**config.mk**
```make
export PLATFORM = sky130hd
export DESIGN_NAME = sdram_cksusp_ctrl
export DESIGN_NICKNAME = d
export VERILOG_FILES = /design/src/rtl/ckss_pkg.sv /design/src/rtl/ckss_burst_track.sv /design/src/rtl/ckss_rdv_pipe.sv /design/src/rtl/ckss_susp_timer.sv /design/src/rtl/sdram_cksusp_ctrl.sv
export SDC_FILE = /design/constraint.sdc
export NUM_CORES = 1
export LEC_CHECK = 0
export ABC_AREA = 1
export BUFFER_PORTS_ARGS = -buffer_cell sky130_fd_sc_hd__buf_2
export CAP_MARGIN = 40
export CORE_MARGIN = 5
export CORE_UTILIZATION = 45
export CTS_CLUSTER_DIAMETER = 30
export CTS_CLUSTER_SIZE = 28
export DETAILED_ROUTE_END_ITERATION = 16
export PLACE_DENSITY = 0.67
export REMOVE_ABC_BUFFERS = 1
export SYNTH_ARGS = -nofsm -noshare
export SYNTH_HDL_FRONTEND = slang
export SYNTH_SLANG_ARGS = --single-unit
```
**constraint.sdc**
```tcl
create_clock -name clk -period 1.5 [get_ports clk]
set_input_delay 0.15 -clock clk [delete_from_list [all_inputs] [get_ports clk]]
set_output_delay 0.15 -clock clk [all_outputs]
set_load 0.005 [all_outputs]
```
**src/rtl/ckss_pkg.sv**
```systemverilog
package ckss_pkg;
   typedef logic [3:0] sdr_cmd_t;

   // {cs_n, ras_n, cas_n, we_n}
   localparam sdr_cmd_t CMD_NOP   = 4'b0111;
   localparam sdr_cmd_t CMD_READ  = 4'b0101;
   localparam sdr_cmd_t CMD_WRITE = 4'b0100;
   localparam sdr_cmd_t CMD_ACT   = 4'b0011;

   function automatic logic is_rw(input sdr_cmd_t c);
      return (c == CMD_READ) || (c == CMD_WRITE);
   endfunction
endpackage

```
**src/rtl/ckss_burst_track.sv**
```systemverilog
module ckss_burst_track #(
   parameter int BURST_LEN = 8
) (
   input  logic clk,
   input  logic rst_n,
   input  logic start_i,
   input  logic start_rd_i,
   input  logic freeze_i,
   output logic active_o,
   output logic rd_beat_o
);
   localparam int CW = $clog2(BURST_LEN + 1);

   logic [CW-1:0] left_q;
   logic          rd_q;

   always_ff @(posedge clk) begin
      if (!rst_n) begin
         left_q <= '0;
         rd_q   <= 1'b0;
      end else if (start_i) begin
         left_q <= CW'(BURST_LEN - 1);
         rd_q   <= start_rd_i;
      end else if (!freeze_i && left_q != '0) begin
         left_q <= left_q - 1'b1;
      end
   end

   assign active_o  = start_i || (left_q != '0);
   assign rd_beat_o = start_i ? start_rd_i : ((left_q != '0) && rd_q);
endmodule

```
**src/rtl/ckss_rdv_pipe.sv**
```systemverilog
module ckss_rdv_pipe #(
   parameter int CAS_LAT = 3
) (
   input  logic clk,
   input  logic rst_n,
   input  logic beat_i,
   input  logic freeze_i,
   output logic valid_o
);
   logic [CAS_LAT-1:0] stg_q;

   for (genvar g = 0; g < CAS_LAT; g++) begin : g_stage
      logic nxt;
      if (g == 0) begin : g_head
         assign nxt = beat_i;
      end else begin : g_body
         assign nxt = stg_q[g-1];
      end
      always_ff @(posedge clk) begin
         if (!rst_n)         stg_q[g] <= 1'b0;
         else if (!freeze_i) stg_q[g] <= nxt;
      end
   end

   assign valid_o = stg_q[CAS_LAT-1];
endmodule

```
**src/rtl/ckss_susp_timer.sv**
```systemverilog
module ckss_susp_timer #(
   parameter int LIMIT = 1544
) (
   input  logic clk,
   input  logic rst_n,
   input  logic enter_i,
   input  logic resume_i,
   output logic cke_o,
   output logic force_o
);
   localparam int CW = $clog2(LIMIT + 1);

   logic [CW-1:0] cnt_q;
   logic          cke_q;
   logic          force_q;

   always_ff @(posedge clk) begin
      if (!rst_n) begin
         cke_q   <= 1'b1;
         cnt_q   <= '0;
         force_q <= 1'b0;
      end else begin
         force_q <= 1'b0;
         if (cke_q) begin
            if (enter_i) begin
               cke_q <= 1'b0;
               cnt_q <= CW'(LIMIT - 1);
            end
         end else if (resume_i || cnt_q == '0) begin
            cke_q   <= 1'b1;
            force_q <= !resume_i;
         end else begin
            cnt_q <= cnt_q - 1'b1;
         end
      end
   end

   assign cke_o   = cke_q;
   assign force_o = force_q;
endmodule

```
**src/rtl/sdram_cksusp_ctrl.sv**
```systemverilog
module sdram_cksusp_ctrl #(
   parameter int BURST_LEN     = 8,
   parameter int CAS_LAT       = 3,
   parameter int SUSP_MAX_CYC  = 1560,
   parameter int RESUME_MARGIN = 16
) (
   input  logic       clk,
   input  logic       rst_n,
   input  logic [3:0] cmd_i,
   input  logic       susp_req_i,
   input  logic       resume_req_i,
   output logic [3:0] cmd_o,
   output logic       cke_o,
   output logic       suspended_o,
   output logic       force_resume_o,
   output logic       susp_reject_o,
   output logic       rd_valid_o
);
   import ckss_pkg::*;

   localparam int LIMIT = SUSP_MAX_CYC - RESUME_MARGIN;

   initial begin
      if (CAS_LAT < 2 || CAS_LAT > 3)
         $fatal(1, "CAS_LAT must be 2 or 3");
      if (BURST_LEN < 1)
         $fatal(1, "BURST_LEN must be at least 1");
      if (RESUME_MARGIN < 0 || LIMIT < 1)
         $fatal(1, "RESUME_MARGIN must leave at least one suspend cycle");
   end

   logic blocked;
   logic start;
   logic burst_act;
   logic rd_beat;
   logic enter;
   logic susp_q;
   logic rej_q;

   assign blocked = !cke_o || susp_q;
   assign cmd_o   = blocked ? CMD_NOP : cmd_i;
   assign start   = !blocked && is_rw(cmd_i);
   assign enter   = susp_req_i && !blocked && burst_act;

   always_ff @(posedge clk) begin
      if (!rst_n) begin
         susp_q <= 1'b0;
         rej_q  <= 1'b0;
      end else begin
         susp_q <= !cke_o;
         rej_q  <= susp_req_i && !blocked && !burst_act;
      end
   end

   ckss_burst_track #(.BURST_LEN(BURST_LEN)) burst_i (
      .clk       (clk),
      .rst_n     (rst_n),
      .start_i   (start),
      .start_rd_i(cmd_i == CMD_READ),
      .freeze_i  (susp_q),
      .active_o  (burst_act),
      .rd_beat_o (rd_beat)
   );

   ckss_rdv_pipe #(.CAS_LAT(CAS_LAT)) pipe_i (
      .clk     (clk),
      .rst_n   (rst_n),
      .beat_i  (rd_beat),
      .freeze_i(susp_q),
      .valid_o (rd_valid_o)
   );

   ckss_susp_timer #(.LIMIT(LIMIT)) timer_i (
      .clk     (clk),
      .rst_n   (rst_n),
      .enter_i (enter),
      .resume_i(resume_req_i),
      .cke_o   (cke_o),
      .force_o (force_resume_o)
   );

   assign suspended_o   = susp_q;
   assign susp_reject_o = rej_q;
endmodule

```
==> flow_summary.json, run 1 <==
{
  "outcome": "finished, final reports clean",
  "arrival_ns": 1.73,
  "finalWirelength_mm": 2.62,
  "numClockSinks": 23,
  "hold_class": "input port to flip-flop",
  "skew_ns": 0.00962,
  "antenna_found_initial": 0,
  "ir_worst_vdd_v": 0.00114,
  "yosys_warnings": 0,
  "finalHoldViolations": 0,
  "routed_via_density": 4.88,
  "cts_tree": "yes",
  "crit_end": "timer_i.cnt_q[6]",
  "syn_area_mm2": 0.00127,
  "wl_met2_mm": 1.23,
  "endpoint_kind": "flip-flop",
  "drv_slew": 0,
  "grt_first_pass_wirelength_mm": 4.65,
  "grt_usage_pct": 13.9,
  "synthDistinctLibCells": 28,
  "r2r_slack_ns": 0.02,
  "coreArea_mm2": 0.00273,
  "netlist.area_leader.share_pct": 36.2,
  "layout-drive-gt1-share_pct": 40.8,
  "syn_area_per_cell_um2": 7.22,
  "syn-instance-count": 176,
  "critPathLaunch": "burst_i.left_q[1]",
  "diodes": 0,
  "tightest_slew_ns": 0.294,
  "die_area_mm2": 0.00399,
  "vias": 1181,
  "wl_met1_mm": 1.19,
  "max-cap-violations": 0,
  "ys_top_cells_by_count": "32 x nor2_1, 26 x nand2_1, 23 x dfxtp_1",
  "fin_crit_sh_pct": 98.6,
  "holdPathStages": 2,
  "portBuffers": 16,
  "synth.top_cells.by_area": "dfxtp_1 36%, nor2_1 9.4%, nand2_1 7.7%",
  "whs_ns": 0.102,
  "post-route-util_pct": 59.9,
  "finish.net_count": 222,
  "power_density_mw_per_mm2": 2130,
  "leakagePower_nw": 0.761,
  "dp_hpwl_mm": 2.00,
  "crit_type": "flip-flop to flip-flop",
  "async_reset_ff_share_pct": 0,
  "reg2reg_depth": 9,
  "rsz0062_at_grt": "true",
  "crit_path_start_kind": "flip-flop",
  "dr.pass1.iters": 4,
  "place_congestion": 0.887,
  "clk_pin_slew_ns": 0.13,
  "synth_top_area_cell": "dfxtp_1",
  "required_ns": 1.75,
  "area_growth_pct": 28.7,
  "crit_fanout": 5,
  "initial_utilization_pct": 46.5,
  "top_layer_used": "met4",
  "regToRegStartpoint": "burst_i.left_q[1]",
  "grt_max_degree": 16,
  "die_w_um": 63.2,
  "io_pins": 17,
  "drtIter0Drc": 41,
  "rows": 19,
  "grt_pass1_vias": 1151,
  "n_fill_cell": 250,
  "dieHeight_um": 63.2,
  "wl_per_cell_um": 10.8,
  "synth_seq_area_share_pct": 36.2,
  "setup_viol": 0,
  "synth.most_common_cell": "nor2_1",
  "ant_nets": 0,
  "drc": 0,
  "reg2reg_to": "timer_i.cnt_q[6]",
  "clock_latency_ns": 0.32,
  "period_minus_slack_ns": 1.48,
  "numCtsBuffers": 3,
  "grt-ovfl-total": 0,
  "cts_max_path_buffers": 2,
  "wl_met3_um": 129,
  "relSlewSlack_pct": 80.2,
  "synthFlopType": "dfxtp_1",
  "synth_edf_count": 0,
  "fmax_ghz": 0.676,
  "cts.root.buffer_cell": "clkbuf_4",
  "ys_ff_latch": 23,
  "cts_max_level": 1
}
per-stage QoR:
step / instance area (um^2) / cells / TNS [ns] / worst slack [ns] / total power, W
4_1_cts: 1480 / 233 / -0.00149 / -0.00149 / 0.00309
6_report: 1640 / 242 / 0 / 0.0204 / 0.00349
3_5_place_dp: 1430 / 229 / -0.0515 / -0.0264 / 0.00274
3_3_place_gp: 1430 / 229 / 0 / 0.0406 / 0.00268
2_1_floorplan: 1240 / 173 / 0 / 0.0537 / 0.00229
5_1_grt: 1640 / 242 / -0.615 / -0.0703 / 0.00385
timing repair:
| action | CTS | global route |
|---|---|---|
| buffers inserted | 0 | 7 |
| cloned | 0 | 1 |
| hold endpoints to repair | 0 | 1 |
| pin swaps | 0 | 19 |
| hold buffers | 0 | 1 |
| endpoints found under the setup margin | 7 | 16 |
| gates resized for setup | 4 | 26 |
registers in the layout, summed over array words and instances, names as in the netlist:
register,cells
timer_i.cnt_q,11
burst_i.left_q,4
pipe_i.g_stage.nxt,2
burst_i.rd_q,1
pipe_i.valid_o,1
susp_reject_o,1
suspended_o,1
timer_i.cke_o,1
timer_i.force_o,1
per-layer routing:
layer  vias to the layer above  track usage [%]
met1                       524             16.4
met2                        19             24.1
met4                         0             4.77
li1                        631                -
met3                         7             3.55
met5                         -                0
final cells by class:
cell class | count | area (um^2) | area share (%)
Multi-Input combinational cell | 127 | 795 | 48.5
Tap cell | 31 | 38.8 | 2.37
Inverter | 24 | 90.1 | 5.50
Clock buffer | 3 | 22.5 | 1.38
Sequential cell | 23 | 464 | 28.4
Timing Repair Buffer | 33 | 221 | 13.5
Clock inverter | 1 | 5.00 | 0.306
kinds of logic after synthesis:
logic type | count (synthesis) | synth area share [%]
AOI/OAI and AO/OA | 23 | 11.6
xor gates and xnor gates | 2 | 1.38
adders and majority gates | 2 | 1.97
buffers and inverters | 27 | 9.25
DFF | 23 | 36.2
and+or+nand+nor | 99 | 39.6
critical path, stage by stage, from the launching register on:
cell,delay (ns)
dfxtp_2,0.35
inv_2,0.07
ha_4,0.14
inv_2,0.04
nor3_4,0.26
nand2_4,0.11
nand2_8,0.12
buf_6,0.12
nand3_1,0.08
a21oi_2,0.12
layout by cell type, fill, tap and decap left out, types with 2 or more instances in the layout:
cell,instances
buf_2,16
nor4_1,2
inv_1,16
o21ai_1,4
dfxtp_2,3
nand4_1,2
nand2_8,2
nand3_1,13
buf_4,13
a21oi_2,10
buf_6,3
nand3_2,4
nor2_1,28
nand2_4,3
nand2_2,7
nor2_4,2
a21oi_1,5
o21ai_0,2
clkbuf_4,3
nor3_1,2
xor2_1,2
inv_2,8
dfxtp_1,20
nor2_2,4
nand2_1,25
report_power, final:
| part | switching (W) | internal (W) |
|---|---|---|
| logic | 0.00125 | 0.000982 |
| clock network | 0.000187 | 0.0000998 |
| registers | 0.000171 | 0.000797 |
worst min-delay path by stage:
stage | start | to | slack, ns
final | rst_n | timer_i.cke_o | 0.10
after global routing | rst_n | timer_i.cke_o | 0.09
after CTS | resume_req_i | timer_i.force_o | 0.003
after detailed placement | resume_req_i | timer_i.force_o | 0.34
after global placement | resume_req_i | timer_i.force_o | 0.34
after floorplan | rst_n | timer_i.cke_o | 0.22
Power figures use the tool's default switching activity.
==> run 2, diff against run 1 <==
- PLACE_DENSITY: 0.67 -> default
- clock period: 1.5 -> 1.6 ns (I/O delays scaled with it)
==> run 2 against run 1 <==
Compared with the run above:
- first-iteration DRC count grew 66%
- via count grew 0.51%
- non-clock buffer count shrank 7
- critical path type unchanged
- flip-flop and latch count is the same
- power shrank 15%
- die area is the same
- sequential share of layout area grew 2.2 points
- highest routed layer unchanged
- global-route usage shrank 0.53 points
==> flow_summary.json, run 2 (same netlist as run 1, synthesis figures left out) <==
{
  "ant_nets": 0,
  "clk_pin_slew_ns": 0.12,
  "drc": 0,
  "routed_via_density": 5.07,
  "period_minus_slack_ns": 1.51,
  "vias": 1187,
  "drv_slew": 0,
  "power_w": 0.00298,
  "cts_hold_buf": 0,
  "io_pins": 17,
  "p_comb_share_pct": 60.5,
  "crit_type": "flip-flop to flip-flop",
  "largest_reg_flops": 11,
  "grt_usage_pct": 13.4,
  "crit_fanout": 5,
  "cts_tree": "yes",
  "finalWirelength_mm": 2.62,
  "leakagePower_nw": 0.703,
  "final_cell_mix": "30 x nor2_1, 25 x nand2_1, 22 x dfxtp_1",
  "path_buf_inv": 3,
  "portBuffers": 16,
  "crit_path_start_kind": "flip-flop",
  "crit_chain": "inv_2 -> ha_4 -> inv_2 -> nor3_4 -> nand2_4 -> nand2_8 -> buf_4 -> nand3_1 -> a21oi_2",
  "grt_max_degree": 16,
  "diodes": 0,
  "p_clk_share_pct": 9.1,
  "place_congestion": 0.780,
  "drtIter0Drc": 68,
  "power_density_mw_per_mm2": 1970,
  "skew_ns": 0.00237,
  "fin_crit_sh_pct": 94.2,
  "cts_max_level": 1,
  "wl_per_cell_um": 11.2,
  "dieHeight_um": 63.2,
  "clock_latency_ns": 0.31,
  "hold_class": "input port to flip-flop",
  "grt_pass1_vias": 1079,
  "finish.net_count": 214,
  "numCtsBuffers": 3,
  "layout-drive-gt1-share_pct": 32.0,
  "grt-ovfl-total": 0,
  "finalHoldViolations": 0,
  "relSlewSlack_pct": 80.7,
  "rows": 19,
  "cts.root.buffer_cell": "clkbuf_4",
  "max_stage_delay_ns": 0.35,
  "fmax_ghz": 0.664,
  "tightest_slew_ns": 0.289,
  "max-cap-violations": 0,
  "n_fill_cell": 270,
  "multi_input_area_um2": 741,
  "p_seq_share_pct": 30.3,
  "setup_viol": 0,
  "final_common_cell": "nor2_1",
  "required_ns": 1.86,
  "die_area_mm2": 0.00399,
  "cp_slowest_cell": "dfxtp_2",
  "antenna_found_initial": 0,
  "area_growth_pct": 19.0,
  "power.switching_w": 0.00141,
  "die_w_um": 63.2,
  "setup_tns_ns": 0,
  "dr.pass1.iters": 4,
  "outcome": "finished, final reports clean",
  "initial_utilization_pct": 46.5,
  "cts_max_path_buffers": 2,
  "arrival_ns": 1.77,
  "seq_area_um2": 462,
  "p_int_w": 0.00157,
  "numClockSinks": 23,
  "switching_share_pct": 47.3,
  "ir_worst_vdd_v": 0.00121,
  "regMostFlops": "timer_i.cnt_q",
  "path_common_cell": "inv_2",
  "endpoint_kind": "flip-flop",
  "grt_first_pass_wirelength_mm": 4.37,
  "coreArea_mm2": 0.00273,
  "dp_hpwl_mm": 2.00,
  "critPathTopFamily": "simple AND/OR/NAND/NOR gates"
}
## run 2: changes by cell type in the layout (fill, tap and decap cells not counted), moves of 3 or more
cell     delta
nand3_2     -4
buf_6       -3
buf_4       -3
nand3_1     +4
## run 2: final timing paths
kind	start	endpoint	cells past startpoint	slack, ns
max	burst_i.left_q[0]	timer_i.cnt_q[4]	9	0.09
min	resume_req_i	timer_i.force_o	2	0.01
max reg2reg	burst_i.left_q[0]	timer_i.cnt_q[4]	9	0.09
min reg2reg	pipe_i.g_stage[1].nxt	pipe_i.g_stage[1].nxt	2	0.46
## run 2: through the flow
step	area [um^2]	hold WS [ns]	instances	utilization, %	worst slack (ns)
global placement	1420	0.342	227	51.8	0.0752
CTS	1450	0.00239	231	53.0	0.0442
finish	1510	0.0122	234	55.3	0.0929
global route	1510	0.0113	234	55.3	-0.00535
detailed placement	1420	0.350	227	51.8	0.0273
floorplan	1240	0.230	173	-	0.154
## run 2: worst reg2reg max path, cell delays in order, from the launching register on
cell and delay [ns]:
dfxtp_2 0.35, inv_2 0.07, ha_4 0.14, inv_2 0.04
nor3_4 0.27, nand2_4 0.11, nand2_8 0.10, buf_4 0.13
nand3_1 0.09, a21oi_2 0.15
## run 2: cell type report
type	instances	area share (%)
Multi-Input combinational cell	126	49.0
Tap cell	31	2.56
Sequential cell	23	30.5
Clock buffer	4	1.74
Timing Repair Buffer	26	10.3
Inverter	24	5.96
## run 2: repair_timing
action	in CTS	in global routing
endpoints found under the setup margin	2	14
resized for setup	1	11
setup buffers	0	3
pin swaps	0	5
## run 2: power by group through the flow
stage	clock network (W)	registers (W)	logic, W
after CTS	0.000282	0.000895	0.00167
after floorplan	0	0.000883	0.00127
after global placement	0	0.000893	0.00161
final	0.000272	0.000904	0.00180
after detailed placement	0	0.000900	0.00164
after global routing	0.000304	0.000930	0.00205
## run 2: per-layer routing
layer | wire (um) | GRT usage, % | vias up
li1 | - | - | 620
met1 | 1200 | 15.4 | 541
met2 | 1250 | 23.2 | 21
met3 | 125 | 2.84 | 5
met4 | 54 | 6.37 | 0
met5 | 0 | 0 | -
==> run 3, diff against run 2 <==
- CORE_UTILIZATION: 45 -> 56
- PLACE_DENSITY: default -> 0.78
==> run 3 against run 2 <==
Compared with the run above:
- power increased by 5.5%
- critical path depth unchanged
- non-clock buffer count rose by 1
- clock skew grew 0.0070 ns
- largest power group unchanged
- flip-flop and latch count unchanged
- worst hold slack gained 0.10 ns
- register-to-register slack about the same
- sequential share of layout area decreased by 0.53 points
- highest routed layer unchanged
- wire length rose by 15%
==> flow_summary.json, run 3 (same netlist as run 1, synthesis figures left out) <==
{
  "crit_type": "flip-flop to flip-flop",
  "required_ns": 1.84,
  "crit_end": "timer_i.cnt_q[1]",
  "skew_ns": 0.00933,
  "dieHeight_um": 57.6,
  "crit_path_start_kind": "flip-flop",
  "layout-drive-gt1-share_pct": 33.8,
  "die_w_um": 57.6,
  "drv_slew": 0,
  "dr.pass1.iters": 4,
  "leakagePower_nw": 0.712,
  "rows": 17,
  "vias": 1230,
  "n_fill_cell": 188,
  "power_w": 0.00314,
  "drtIter0Drc": 46,
  "dp_hpwl_mm": 2.21,
  "setup_viol": 0,
  "fin_crit_sh_pct": 93.8,
  "outcome": "finished, final reports clean",
  "whs_ns": 0.113,
  "finalWirelength_mm": 3.01,
  "regToRegStartpoint": "burst_i.left_q[0]",
  "clk_pin_slew_ns": 0.14,
  "dp_cells": 223,
  "initial_utilization_pct": 58.0,
  "numClockSinks": 23,
  "final_cell_mix": "29 x nor2_1, 24 x nand2_1, 23 x dfxtp_1",
  "power_density_mw_per_mm2": 2050,
  "numCtsBuffers": 3,
  "hold_class": "input port to flip-flop",
  "routed_via_density": 5.30,
  "regMostFlops": "timer_i.cnt_q",
  "relSlewSlack_pct": 79.4,
  "grt_pass1_vias": 1098,
  "io_pins": 17,
  "ir_worst_vdd_v": 0.00128,
  "finalHoldViolations": 0,
  "period_minus_slack_ns": 1.50,
  "cts.root.buffer_cell": "clkbuf_4",
  "finish.net_count": 215,
  "cts_max_path_buffers": 2,
  "cts_max_level": 1,
  "antenna_found_initial": 0,
  "die_area_mm2": 0.00332,
  "crit_fanout": 15,
  "arrival_ns": 1.74,
  "largest_reg_flops": 11,
  "max-cap-violations": 0,
  "grt_first_pass_wirelength_mm": 4.70,
  "grt-ovfl-total": 0,
  "drc": 0,
  "final_common_cell": "nor2_1",
  "critPathLaunch": "burst_i.left_q[0]",
  "r2r_slack_ns": 0.1,
  "reg2reg_depth": 9,
  "endpoint_kind": "flip-flop",
  "cts_tree": "yes",
  "tightest_slew_ns": 0.309,
  "wl_per_cell_um": 13.0,
  "area_growth_pct": 20.8,
  "grt_usage_pct": 17.8,
  "clock_latency_ns": 0.32,
  "fmax_ghz": 0.667,
  "coreArea_mm2": 0.00219,
  "fin_cells": 232,
  "portBuffers": 16,
  "reg2reg_to": "timer_i.cnt_q[1]",
  "diodes": 0,
  "grt_max_degree": 16,
  "place_congestion": 0.868,
  "ant_nets": 0
}
[run 3: changes by cell type in the layout (fill, tap and decap cells not counted), sizes merged]
cell         change
dlygate4sd3      +1
clkinv           +1
clkbuf           -1
[run 3: power breakdown]
part | total, W | internal, W | switching, W
registers | 0.000908 | 0.000740 | 0.000168
logic | 0.00195 | 0.000781 | 0.00116
clock network | 0.000287 | 0.0000937 | 0.000193
[run 3: how the worst min path moves through the flow]
stage                            start         endpoint  slack (ns)  depth (start not counted)
after floorplan                  rst_n    timer_i.cke_o        0.23                          1
after global placement    resume_req_i  timer_i.force_o        0.34                          2
after detailed placement  resume_req_i  timer_i.force_o        0.34                          2
after CTS                 resume_req_i  timer_i.force_o       0.004                          2
after global routing             rst_n    timer_i.cke_o        0.11                          2
final                            rst_n    timer_i.cke_o        0.11                          2
[run 3: per-layer routing]
layer / part of all wire [%] / track usage (%) / wire (um)
met5: 0 / 0 / 0
met2: 51 / 30.0 / 1540
met3: 5.9 / 2.90 / 178
met1: 41 / 22.9 / 1250
met4: 1.6 / 6.62 / 48
[run 3: metrics by stage]
step           setup TNS [ns]  cell area (um^2)  utilization (%)  setup slack [ns]
2_1_floorplan               0              1240                -             0.154
3_3_place_gp                0              1400             64.1            0.0834
3_5_place_dp        -0.000585              1400             64.1         -0.000585
4_1_cts                     0              1440             65.7            0.0155
5_1_grt               -0.0356              1540             70.1           -0.0175
6_report                    0              1540             70.1            0.0998
[run 3: layout make-up]
class / count / area (um^2) / area share [%]
Sequential cell: 23 / 460 / 30.0
Tap cell: 28 / 35.0 / 2.28
Timing Repair Buffer: 27 / 165 / 10.8
Clock buffer: 3 / 22.5 / 1.47
Multi-Input combinational cell: 126 / 757 / 49.3
Clock inverter: 1 / 5.00 / 0.326
Inverter: 24 / 90.1 / 5.87
[run 3: critical path, stage by stage (launching register included)]
cell and delay, ns:
dfxtp_1 0.36, inv_2 0.08, ha_4 0.14, inv_2 0.04, nor3_4 0.27, nand2_4 0.11
nand2_8 0.10, nand2_8 0.11, o21ai_1 0.15, nor2_1 0.05
[run 3: what timing repair did]
item | 4_1_cts | 5_1_grt
resized for setup | 1 | 15
setup buffers | 0 | 4
hold buffers | 0 | 1
pin swaps | 0 | 4
endpoints found under the hold margin | 0 | 1
endpoints found under the setup margin | 3 | 16
